## config.mk

```make
export PLATFORM = sky130hd
export DESIGN_NAME = sec_rtc
export DESIGN_NICKNAME = d
export VERILOG_FILES = /design/src/rtl/rtc_pkg.sv /design/src/rtl/rtc_prescaler.sv /design/src/rtl/rtc_counter.sv /design/src/rtl/rtc_regs.sv /design/src/rtl/sec_rtc.sv
export SDC_FILE = /design/constraint.sdc
export NUM_CORES = 1
export LEC_CHECK = 0
export ABC_AREA = 1
export BUFFER_PORTS_ARGS = -buffer_cell sky130_fd_sc_hd__buf_2
export CORE_ASPECT_RATIO = 1.5
export CORE_MARGIN = 3
export CORE_UTILIZATION = 60
export CTS_CLUSTER_DIAMETER = 80
export DETAILED_ROUTE_END_ITERATION = 6
export GPL_TIMING_DRIVEN = 0
export HOLD_SLACK_MARGIN = 0.12
export PLACE_DENSITY = 0.87
export SYNTH_ARGS = -nofsm -noshare
export SYNTH_HDL_FRONTEND = slang
export SYNTH_SLANG_ARGS = --single-unit
```

## constraint.sdc

```tcl
create_clock -name clk -period 2.9 [get_ports clk]
set_clock_uncertainty 0.15 [all_clocks]
set_input_delay 0 -clock clk [delete_from_list [all_inputs] [get_ports clk]]
set_output_delay 0 -clock clk [all_outputs]
set_load 0.02 [all_outputs]
```

## src/rtl/rtc_pkg.sv

```systemverilog
// Package: shared register offsets and control-field layout for the seconds RTC.
// Assumes byte addressing with word-aligned 32-bit registers.
package rtc_pkg;

    localparam int OFF_COUNT = 'h00;
    localparam int OFF_MATCH = 'h04;
    localparam int OFF_LOAD  = 'h08;
    localparam int OFF_CTRL  = 'h0C;
    localparam int OFF_MSTAT = 'h10;
    localparam int OFF_RSTAT = 'h14;
    localparam int OFF_ACK   = 'h18;
    localparam int OFF_IDENT = 'h1C;

    localparam int CTRL_W = 4;

    // Control field, bit 3 down to bit 0.
    typedef struct packed {
        logic wrap_zero;   // bit 3: roll over to zero instead of the staged value
        logic run;         // bit 2: counter enable
        logic irq_mask;    // bit 1: interrupt mask
        logic irq_on;      // bit 0: interrupt enable
    } rtc_ctrl_t;

endpackage

```

## src/rtl/rtc_prescaler.sv

```systemverilog
// Module: rtc_prescaler
// Divides the input clock down to a single-cycle one-second tick.
// Assumes PRESCALE >= 1. With en low the divider is held at zero.
module rtc_prescaler #(
    parameter int PRESCALE = 32768
) (
    input  logic clk,
    input  logic rst_n,
    input  logic en,
    output logic tick
);

    localparam int PW = (PRESCALE > 1) ? $clog2(PRESCALE) : 1;

    generate
        if (PRESCALE <= 1) begin : g_bypass
            // Purpose: every enabled cycle is a tick when no division is asked for.
            logic unused_div;
            assign unused_div = clk ^ rst_n;
            assign tick = en;
        end else begin : g_div
            localparam logic [PW-1:0] LAST = PW'(PRESCALE - 1);
            logic [PW-1:0] div_q;

            // Purpose: count input clocks, restart at the end of each second.
            always_ff @(posedge clk) begin
                if (!rst_n)              div_q <= '0;
                else if (!en)            div_q <= '0;
                else if (div_q == LAST)  div_q <= '0;
                else                     div_q <= div_q + 1'b1;
            end

            assign tick = en && (div_q == LAST);
        end
    endgenerate

endmodule

```

## src/rtl/rtc_counter.sv

```systemverilog
// Module: rtc_counter
// Holds the seconds count, the staged-load flag and the raw match status.
// Assumes tick is a single-cycle pulse; load_wr marks a new staged value.
module rtc_counter #(
    parameter int DATA_W = 32
) (
    input  logic              clk,
    input  logic              rst_n,
    input  logic              tick,
    input  logic              wrap_zero,
    input  logic              load_wr,
    input  logic [DATA_W-1:0] load_val,
    input  logic [DATA_W-1:0] match_val,
    input  logic              ack_clr,
    output logic [DATA_W-1:0] count,
    output logic              raw
);

    localparam logic [DATA_W-1:0] TOP = '1;

    logic              pend_q;
    logic [DATA_W-1:0] nxt;

    // Purpose: pick the value the count takes at the coming tick.
    always_comb begin
        if (pend_q)            nxt = load_val;
        else if (count == TOP) nxt = wrap_zero ? '0 : load_val;
        else                   nxt = count + 1'b1;
    end

    // Purpose: advance the count on each tick.
    always_ff @(posedge clk) begin
        if (!rst_n)     count <= '0;
        else if (tick)  count <= nxt;
    end

    // Purpose: remember that a staged value waits for the next tick.
    always_ff @(posedge clk) begin
        if (!rst_n)        pend_q <= 1'b0;
        else if (load_wr)  pend_q <= 1'b1;
        else if (tick)     pend_q <= 1'b0;
    end

    // Purpose: latch a match on the tick; acknowledge clears unless a new match lands.
    always_ff @(posedge clk) begin
        if (!rst_n)                         raw <= 1'b0;
        else if (tick && nxt == match_val)  raw <= 1'b1;
        else if (ack_clr)                   raw <= 1'b0;
    end

endmodule

```

## src/rtl/rtc_regs.sv

```systemverilog
// Module: rtc_regs
// Register file and read mux of the seconds RTC.
// Assumes single-cycle strobes; rd_en and wr_en are not asserted together.
module rtc_regs
    import rtc_pkg::*;
#(
    parameter int          ADDR_W  = 6,
    parameter int          DATA_W  = 32,
    parameter logic [31:0] VERSION = 32'h0001_0003
) (
    input  logic              clk,
    input  logic              rst_n,
    input  logic [ADDR_W-1:0] addr,
    input  logic              rd_en,
    input  logic              wr_en,
    input  logic [DATA_W-1:0] wdata,
    input  logic [DATA_W-1:0] count,
    input  logic              raw,
    input  logic              masked,
    output rtc_ctrl_t         ctrl,
    output logic [DATA_W-1:0] match_val,
    output logic [DATA_W-1:0] load_val,
    output logic              load_wr,
    output logic              ack_clr,
    output logic [DATA_W-1:0] rdata
);

    logic              sel_match, sel_load, sel_ctrl;
    logic [DATA_W-1:0] rd_mux;

    assign sel_match = (addr == ADDR_W'(OFF_MATCH));
    assign sel_load  = (addr == ADDR_W'(OFF_LOAD));
    assign sel_ctrl  = (addr == ADDR_W'(OFF_CTRL));
    assign load_wr   = wr_en && sel_load;
    assign ack_clr   = rd_en && (addr == ADDR_W'(OFF_ACK));

    // Purpose: writable registers; everything else ignores writes.
    always_ff @(posedge clk) begin
        if (!rst_n) begin
            ctrl      <= '0;
            match_val <= '0;
            load_val  <= '0;
        end else if (wr_en) begin
            if (sel_ctrl)  ctrl      <= rtc_ctrl_t'(wdata[CTRL_W-1:0]);
            if (sel_match) match_val <= wdata;
            if (sel_load)  load_val  <= wdata;
        end
    end

    // Purpose: select the read value for the addressed register.
    always_comb begin
        rd_mux = '0;
        case (addr)
            ADDR_W'(OFF_COUNT): rd_mux = count;
            ADDR_W'(OFF_MATCH): rd_mux = match_val;
            ADDR_W'(OFF_LOAD):  rd_mux = load_val;
            ADDR_W'(OFF_CTRL):  rd_mux = DATA_W'(ctrl);
            ADDR_W'(OFF_MSTAT): rd_mux = DATA_W'(masked);
            ADDR_W'(OFF_RSTAT): rd_mux = DATA_W'(raw);
            ADDR_W'(OFF_ACK):   rd_mux = DATA_W'(raw);
            ADDR_W'(OFF_IDENT): rd_mux = DATA_W'(VERSION);
            default:            rd_mux = '0;
        endcase
    end

    // Purpose: register read data one cycle after the strobe.
    always_ff @(posedge clk) begin
        if (!rst_n)      rdata <= '0;
        else if (rd_en)  rdata <= rd_mux;
    end

endmodule

```

## src/rtl/sec_rtc.sv

```systemverilog
// Module: sec_rtc (top)
// Seconds counter RTC: prescaler, count with staged load, match status, interrupt.
// Assumes a single bus master issuing one-cycle strobes; ADDR_W >= 5, DATA_W = 32.
module sec_rtc
    import rtc_pkg::*;
#(
    parameter int          ADDR_W   = 6,
    parameter int          DATA_W   = 32,
    parameter int          PRESCALE = 32768,
    parameter logic [31:0] VERSION  = 32'h0001_0003
) (
    input  logic              clk,
    input  logic              rst_n,
    input  logic [ADDR_W-1:0] addr,
    input  logic              rd_en,
    input  logic              wr_en,
    input  logic [DATA_W-1:0] wdata,
    output logic [DATA_W-1:0] rdata,
    output logic              irq
);

    rtc_ctrl_t         ctrl;
    logic              tick, raw, masked, load_wr, ack_clr;
    logic              run, irq_on, irq_mask;
    logic [DATA_W-1:0] count, match_val, load_val;

    assign run      = ctrl.run;
    assign irq_on   = ctrl.irq_on;
    assign irq_mask = ctrl.irq_mask;
    assign masked   = raw && irq_on && !irq_mask;
    assign irq      = masked;

    rtc_prescaler #(.PRESCALE(PRESCALE)) u_div (
        .clk  (clk),
        .rst_n(rst_n),
        .en   (run),
        .tick (tick)
    );

    rtc_counter #(.DATA_W(DATA_W)) u_cnt (
        .clk      (clk),
        .rst_n    (rst_n),
        .tick     (tick),
        .wrap_zero(ctrl.wrap_zero),
        .load_wr  (load_wr),
        .load_val (load_val),
        .match_val(match_val),
        .ack_clr  (ack_clr),
        .count    (count),
        .raw      (raw)
    );

    rtc_regs #(.ADDR_W(ADDR_W), .DATA_W(DATA_W), .VERSION(VERSION)) u_regs (
        .clk      (clk),
        .rst_n    (rst_n),
        .addr     (addr),
        .rd_en    (rd_en),
        .wr_en    (wr_en),
        .wdata    (wdata),
        .count    (count),
        .raw      (raw),
        .masked   (masked),
        .ctrl     (ctrl),
        .match_val(match_val),
        .load_val (load_val),
        .load_wr  (load_wr),
        .ack_clr  (ack_clr),
        .rdata    (rdata)
    );

endmodule

```

==> out/results.ini, run 1 <==
[timing]
worst_slack_ns = -0.00883
setup_viol = 1
setup_tns_ns = -0.00883
maxSlewHeadroom_pct = 42.7
finalCritPeriodShare_pct = 100
slew_viol_final = 0
worstMarginPinSlew_ns = 0.860
fmax_mhz = 344
hold_viol_final = 0
fin_crit_ns = 2.91

[detailed_routing]
first_pass_iters = 6
routed_via_density = 6.12
highest_layer = met4
route.vias.total = 9657
dr_wl_met2_um = 14400
antenna_left = 0
drt-initial-drc-count = 1123
wl_met3_um = 3310
wire_per_inst_um = 19.6
route.detailed.drc = 0
drt_wl_total_um = 31000
met1Wirelength_um = 10300

[worst_setup_path]
required_ns = 3.11
reg2regPathDepth = 10
crit_path_end_kind = register
crit_path_top_delay_cell = dfxtp_1
critPathArrivalTime_ns = 3.12
timing.rr.start = u_cnt.pend_q
path_class = reg2reg
slowest_delay_ns = 0.58
reg2reg_slack_ns = -0.009
timing.rr.end = u_cnt.raw
cp-start-kind = register
cp_num_buf_inv = 2
path_delay_family = simple AND/OR/NAND/NOR gates
worst-path-max-fanout = 10
crit_chain = clkinvlp_4 -> nand2_1 -> buf_2 -> nand2_1 -> o21ai_1 -> xor2_1 -> nand3_1 -> nor2_1 -> nand3_1 -> a21oi_1

[pwr]
worst_ir_drop_vdd_uv = 361
leakage_uw = 0.00420
p_total_uw = 4510
power_density_nw_per_um2 = 458

[placed_design]
io_buffers = 74
hpwl_um = 21400
dp.cells = 1491
dp_slack_ns = -0.00465
gp_congestion = 1.05

[cells_and_area]
nets = 1450
multi_input_area_sq_um = 4290
syn2layout_area_growth_pct = 21.8
nFillCells = 1008
drive_gt1_share_pct = 11.9
fin_cells = 1578
utilization_pct = 75.3
n_antenna_cell = 0
register_area_sq_um = 2990

[global_routing]
antenna_found_initial = 0
grt_pass1_vias = 9260
globalRouteOverflowTotal = 0
grt_first_pass_wirelength_um = 47100
grt_usage_pct = 41.3
grt_max_degree = 18

[outcome]
violations = setup timing
run_status = finished with violations

[worst_hold_path]
hold_end = u_regs.rdata[0]
min_path_type = in2reg
hold_path_depth = 8
holdCritStartpoint = addr[2]

[yosys]
ys_top_cells_by_area = dfxtp_1 (37%), nand2_1 (15%), o21ai_0 (7.7%), a21oi_1 (7.4%), inv_1 (7.1%)
yosys_register_bits = 149
synth_flop_cell = dfxtp_1
synth_top_area_share_pct = 36.9
ys_types = 39
synthArstFlopShare_pct = 0
syn_nets = 1302
yosysWarnings = 0
synth_cells = 1258
synth_top_area_cell = dfxtp_1
avgSynthCellArea_sq_um = 6.43
synth_area_sq_um = 8090
synth_edf_count = 0
yosysSeqAreaShare_pct = 36.9

[clock_tree]
root_buffer = clkbuf_16
clock-sinks = 149
numCtsBuffers = 17
clock_latency_ns = 0.44
cts_tree = done
clock_path_buffers = 2
clk_pin_slew_worst_paths_ns = 0.07
cts_htree_levels = 4

[floorplan]
die_area_sq_um = 14900
die_x_um = 101
coreArea_sq_um = 13100
initial_core_util_pct = 61.8
die_h_um = 148
rows = 51
ioPinCount = 75

[job]
cap_viol_max_count = 0

-- worst min-delay path: cells and delay by family --
kind,cells,cell delay [ns]
compound gates,4,0.35
buf+inv,1,0.10
simple gates,3,0.23
-- stage by stage --
stage / cell area [sq um] / hold slack (ns)
floorplan: 8090 / -0.0151
global placement: 8650 / 0.0912
CTS: 9750 / 0.141
detailed placement: 8650 / 0.103
finish: 9850 / 0.139
global route: 9850 / 0.196
-- cells in the mapped netlist (4+ instances only) --
library cell,count
nand2_1,318
inv_1,152
dfxtp_1,149
o21ai_0,124
nor2_1,121
a21oi_1,120
nand3_1,87
clkbuf_1,47
xor2_1,19
o22ai_1,16
nand4_1,15
o221ai_1,12
nor3_1,9
nand3_2,7
o211ai_1,7
a31oi_1,5
nand2_2,5
nor2_2,5
clkinv_1,4
-- cell usage in the layout (no fill, tap or decap), types with 4 or more instances in the layout --
cell type | Yosys | routed
nor2_4 | 3 | 5
nor2_1 | 121 | 117
o221ai_1 | 12 | 12
nor2_2 | 5 | 7
buf_2 | 3 | 77
a21oi_1 | 120 | 120
xor2_1 | 19 | 19
inv_1 | 152 | 151
dlygate4sd3_1 | 0 | 50
o211ai_1 | 7 | 7
a31oi_1 | 5 | 5
clkbuf_2 | 0 | 4
nor3_1 | 9 | 9
clkbuf_16 | 0 | 17
clkbuf_1 | 47 | 43
o22ai_1 | 16 | 16
buf_4 | 1 | 6
nand3_1 | 87 | 87
o21ai_0 | 124 | 123
inv_6 | 0 | 6
nand2_2 | 5 | 6
nand4_1 | 15 | 15
nand2_1 | 318 | 317
inv_8 | 0 | 4
dfxtp_1 | 149 | 143
nand3_2 | 7 | 7
dfxtp_2 | 0 | 5
-- registers in the layout (all words and copies together) (netlist names) --
register	flops
u_div.g_div.div_q	15
u_cnt.raw	1
u_cnt.pend_q	1
u_regs.load_val	32
u_regs.rdata	32
u_regs.ctrl	4
u_regs.match_val	32
u_cnt.count	32
-- cell type report --
| type | count | share of cell area, % |
|---|---|---|
| buffer | 57 | 2.62 |
| clock buffer | 18 | 4.46 |
| clock inverter | 14 | 1.56 |
| inverter | 159 | 6.16 |
| multi-input combinational | 893 | 43.6 |
| sequential | 149 | 30.4 |
| tap | 159 | 2.02 |
| timing repair buffer | 129 | 9.22 |
-- routing by layer --
| metal | global-route usage (%) | vias up |
|---|---|---|
| met2 | 66.1 | 764 |
| met4 | 36.1 | 0 |
| met1 | 46.2 | 4258 |
| li1 | - | 4400 |
| met5 | 0 | - |
| met3 | 7.23 | 235 |
-- worst max-delay path by stage --
stage | cells after the start | endpoint | slack, ns | startpoint
2_1_floorplan | 18 | u_cnt.raw | 0.69 | u_cnt.count[0]
3_3_place_gp | 13 | u_cnt.raw | -0.03 | u_cnt.pend_q
3_5_place_dp | 11 | u_cnt.count[25] | -0.005 | u_div.g_div.div_q[0]
4_1_cts | 16 | u_cnt.raw | 0.01 | u_cnt.count[17]
5_1_grt | 11 | u_regs.load_val[9] | -0.004 | addr[3]
6_report | 10 | u_cnt.raw | -0.009 | u_cnt.pend_q
-- cell families after synthesis --
family                     count (synthesis)  share of synthesized area, %
AOI/OAI and AO/OA                        289                          19.1
and+or+nand+nor                          580                          30.8
buffers and inverters                    216                          10.5
adders and majority gates                  2                         0.309
DFF                                      149                          36.9
xor gates and xnor gates                  22                          2.38
-- power breakdown --
group,switching [uW],total (uW),internal (uW)
sequential,5.33,2060,2050
clock,1050,2230,1180
combinational,137,224,86.4
total,1190,4510,3320
-- timing repair --
item | in CTS | in global routing
resized for setup | 3 | 27
pin swaps | 0 | 1
hold buffers | 50 | 0
setup endpoints to repair | 2 | 39
gates cloned | 0 | 0
buffers inserted | 0 | 5
hold endpoints to repair | 96 | 0
(Power assumes the default switching activity.)
==> inputs of run 2 (changes only) <==
--- a/config.mk
+++ b/config.mk
@@ -12,9 +12,9 @@
 export CORE_UTILIZATION = 60
 export CTS_CLUSTER_DIAMETER = 80
 export DETAILED_ROUTE_END_ITERATION = 6
-export GPL_TIMING_DRIVEN = 0
 export HOLD_SLACK_MARGIN = 0.12
 export PLACE_DENSITY = 0.87
+export SLEW_MARGIN = 10
 export SYNTH_ARGS = -nofsm -noshare
 export SYNTH_HDL_FRONTEND = slang
 export SYNTH_SLANG_ARGS = --single-unit
==> run 2 against run 1 <==
Effect of this change: the run ends with DRC left; count of clock-buffer cells in the layout up 1; critical path depth is 7 higher; final area up 0.34%; non-clock buffer count decreased by 19; worst hold slack gained 0.041 ns; via count is 3.3% lower; final cell count is 1.2% lower; clock power up 5%; power up 2.1%; setup slack gained 0.13 ns; sequential cell count is the same; die area is the same.
==> out/results.ini, run 2 (synthesized netlist as in run 1, its figures left out) <==
[outcome]
run_status = finished with violations  ; unchanged
violations = DRC  ; was setup timing

[detailed_routing]
route.vias.total = 9338  ; was 9657
route.detailed.drc = 3  ; was 0
drt-initial-drc-count = 848  ; was 1123
drt_wl_total_um = 28600  ; was 31000 um
wire_per_inst_um = 18.4  ; was 19.6 um
routed_via_density = 5.99  ; was 6.12
first_pass_iters = 7  ; was 6
antenna_left = 0  ; unchanged

[worst_setup_path]
required_ns = 3.10  ; was 3.11 ns
reg2reg_slack_ns = 0.12  ; was -0.009 ns
cp-start-kind = register  ; unchanged
reg2regPathDepth = 17  ; was 10
crit_chain = ha_4 -> nand2_2 -> nor2_4 -> nand2_4 -> nor2_8 -> nand3_4 -> nand2_4 -> inv_2 -> nand2_1 -> nand2_1 -> nand2_1 -> nand2_1 -> nor2_1 -> nand3_1 -> nor2_1 -> nand3_1 -> a21oi_1  ; was clkinvlp_4 -> nand2_1 -> buf_2 -> nand2_1 -> o21ai_1 -> xor2_1 -> nand3_1 -> nor2_1 -> nand3_1 -> a21oi_1
slowest_delay_ns = 0.43  ; was 0.58 ns
critPathArrivalTime_ns = 2.98  ; was 3.12 ns
crit_path_top_delay_cell = dfxtp_1  ; unchanged
timing.rr.start = u_cnt.count[1]  ; was u_cnt.pend_q
worst-path-max-fanout = 10  ; unchanged
timing.rr.end = u_cnt.raw  ; unchanged
path_class = reg2reg  ; unchanged
crit_path_end_kind = register  ; unchanged
cp_common_cell = nand2_1

[pwr]
power_density_nw_per_um2 = 466  ; was 458 nW/um^2
worst_ir_drop_vdd_uv = 324  ; was 361 uV
p_total_uw = 4600  ; was 4510 uW
leakage_uw = 0.00434  ; was 0.00420 uW

[floorplan]
die_area_sq_um = 14900  ; unchanged
coreArea_sq_um = 13100  ; unchanged
rows = 51  ; unchanged
ioPinCount = 75  ; unchanged
die_x_um = 101  ; unchanged
initial_core_util_pct = 61.8  ; unchanged
die_h_um = 148  ; unchanged

[clock_tree]
clock-sinks = 149  ; unchanged
numCtsBuffers = 17  ; unchanged
clk_pin_slew_worst_paths_ns = 0.07  ; about the same
clock_latency_ns = 0.43  ; was 0.44 ns
cts_htree_levels = 4  ; unchanged
cts_tree = done  ; unchanged
clock_path_buffers = 2  ; unchanged
root_buffer = clkbuf_16  ; unchanged

[global_routing]
grt_usage_pct = 38.3  ; was 41.3%
grt_pass1_vias = 9122  ; was 9260
globalRouteOverflowTotal = 0  ; unchanged
antenna_found_initial = 0  ; unchanged
grt_max_degree = 65  ; was 18
grt_first_pass_wirelength_um = 44900  ; was 47100 um

[cells_and_area]
n_antenna_cell = 0  ; unchanged
layout_common_cells = nand2_1 (318), inv_1 (151), dfxtp_1 (148)  ; was nand2_1 (317), inv_1 (151), dfxtp_1 (143)
fin_area_sq_um = 9880  ; was 9850 sq um
fin_cells = 1559  ; was 1578
layout_commonest_cell = nand2_1  ; unchanged
syn2layout_area_growth_pct = 22.2  ; was 21.8%
drive_gt1_share_pct = 12.6  ; was 11.9%
nFillCells = 995  ; was 1008
nets = 1431  ; was 1450

[placed_design]
dp.cells = 1471  ; was 1491
io_buffers = 74  ; unchanged
gp_congestion = 1.03  ; was 1.05
place_area_sq_um = 8680  ; was 8650 sq um
hpwl_um = 19100  ; was 21400 um

[worst_hold_path]
hold_end = u_regs.rdata[0]  ; unchanged
holdCritStartpoint = addr[0]  ; was addr[2]
hold_path_depth = 8  ; unchanged
min_path_type = in2reg  ; unchanged

[timing]
hold_viol_final = 0  ; unchanged
fin_crit_ns = 2.78  ; was 2.91 ns
setup_viol = 0  ; was 1
worstMarginPinSlew_ns = 0.773  ; was 0.860 ns
fmax_mhz = 360  ; was 344 MHz
maxSlewHeadroom_pct = 48.5  ; was 42.7%
finalCritPeriodShare_pct = 95.9  ; was 100%
slew_viol_final = 0  ; unchanged
hold_ws_ns = 0.180  ; was 0.139 ns

[job]
cap_viol_max_count = 0  ; unchanged

==> run 2: cell count changes in the layout (fill, tap and decap cells not counted), sizes merged <==
cell | previous run | this run
inv | 165 | 158
dlygate4sd3 | 50 | 56
clkinv | 5 | 11
clkbuf | 65 | 19
clkinvlp | 3 | 0
buf | 89 | 111
bufinv | 0 | 3
==> run 2: worst max-delay path by stage <==
| stage | slack, ns | endpoint | from | cells after the start |
|---|---|---|---|---|
| after global placement | 0.21 | u_cnt.raw | u_cnt.count[1] | 17 |
| final | 0.12 | u_cnt.raw | u_cnt.count[1] | 17 |
| after detailed placement | 0.14 | u_cnt.raw | u_cnt.count[0] | 15 |
| after global routing | -0.02 | u_cnt.raw | u_div.g_div.div_q[0] | 13 |
| after floorplan | 0.69 | u_cnt.raw | u_cnt.count[0] | 18 |
| after CTS | 0.13 | u_cnt.raw | u_cnt.count[0] | 15 |
==> run 2: timing repair <==
item / in CTS / in global routing
endpoints found under the hold margin: 102 / 0
resized for setup: 0 / 6
setup buffers: 0 / 0
setup endpoints to repair: 0 / 6
hold buffers: 56 / 0
==> run 2: where the power goes <==
part	internal, uW	switching, uW	total, uW
Combinational	81.5	120	201
Clock	1390	951	2340
Sequential	2050	5.11	2060
==> run 2: routing by layer <==
| metal | global-route usage [%] | up-vias | wire length, um |
|---|---|---|---|
| met3 | 6.66 | 174 | 2450 |
| met2 | 65.9 | 644 | 14300 |
| met4 | 26.7 | 0 | 2050 |
| li1 | - | 4344 | - |
| met5 | 0 | - | 0 |
| met1 | 41.7 | 4176 | 9830 |
==> run 2: layout make-up <==
class | count | area (sq um) | share of cell area [%]
clock buffers | 19 | 443 | 4.48
clock inverters | 13 | 173 | 1.75
inverters | 159 | 597 | 6.04
multi-input cells | 893 | 4280 | 43.3
flip-flops and latches | 149 | 2980 | 30.2
well taps | 159 | 199 | 2.01
repair buffers | 167 | 1210 | 12.2
==> run 2: critical path, delay by kind of cell, from the launching register on <==
kind                       cells  cell delay, ns
buffers and inverters          1            0.17
adders and majority gates      1            0.19
DFF                            1            0.43
and+or+nand+nor               14            1.64
AOI/OAI and AO/OA              1            0.12
==> run 2: per-stage QoR <==
stage          util [%]  setup slack [ns]  TNS (ns)
4_1_cts            75.3             0.131         0
6_report           75.6             0.120         0
2_1_floorplan         -             0.685         0
3_5_place_dp       66.4             0.140         0
5_1_grt            75.6           -0.0224   -0.0224
3_3_place_gp       66.4             0.215         0
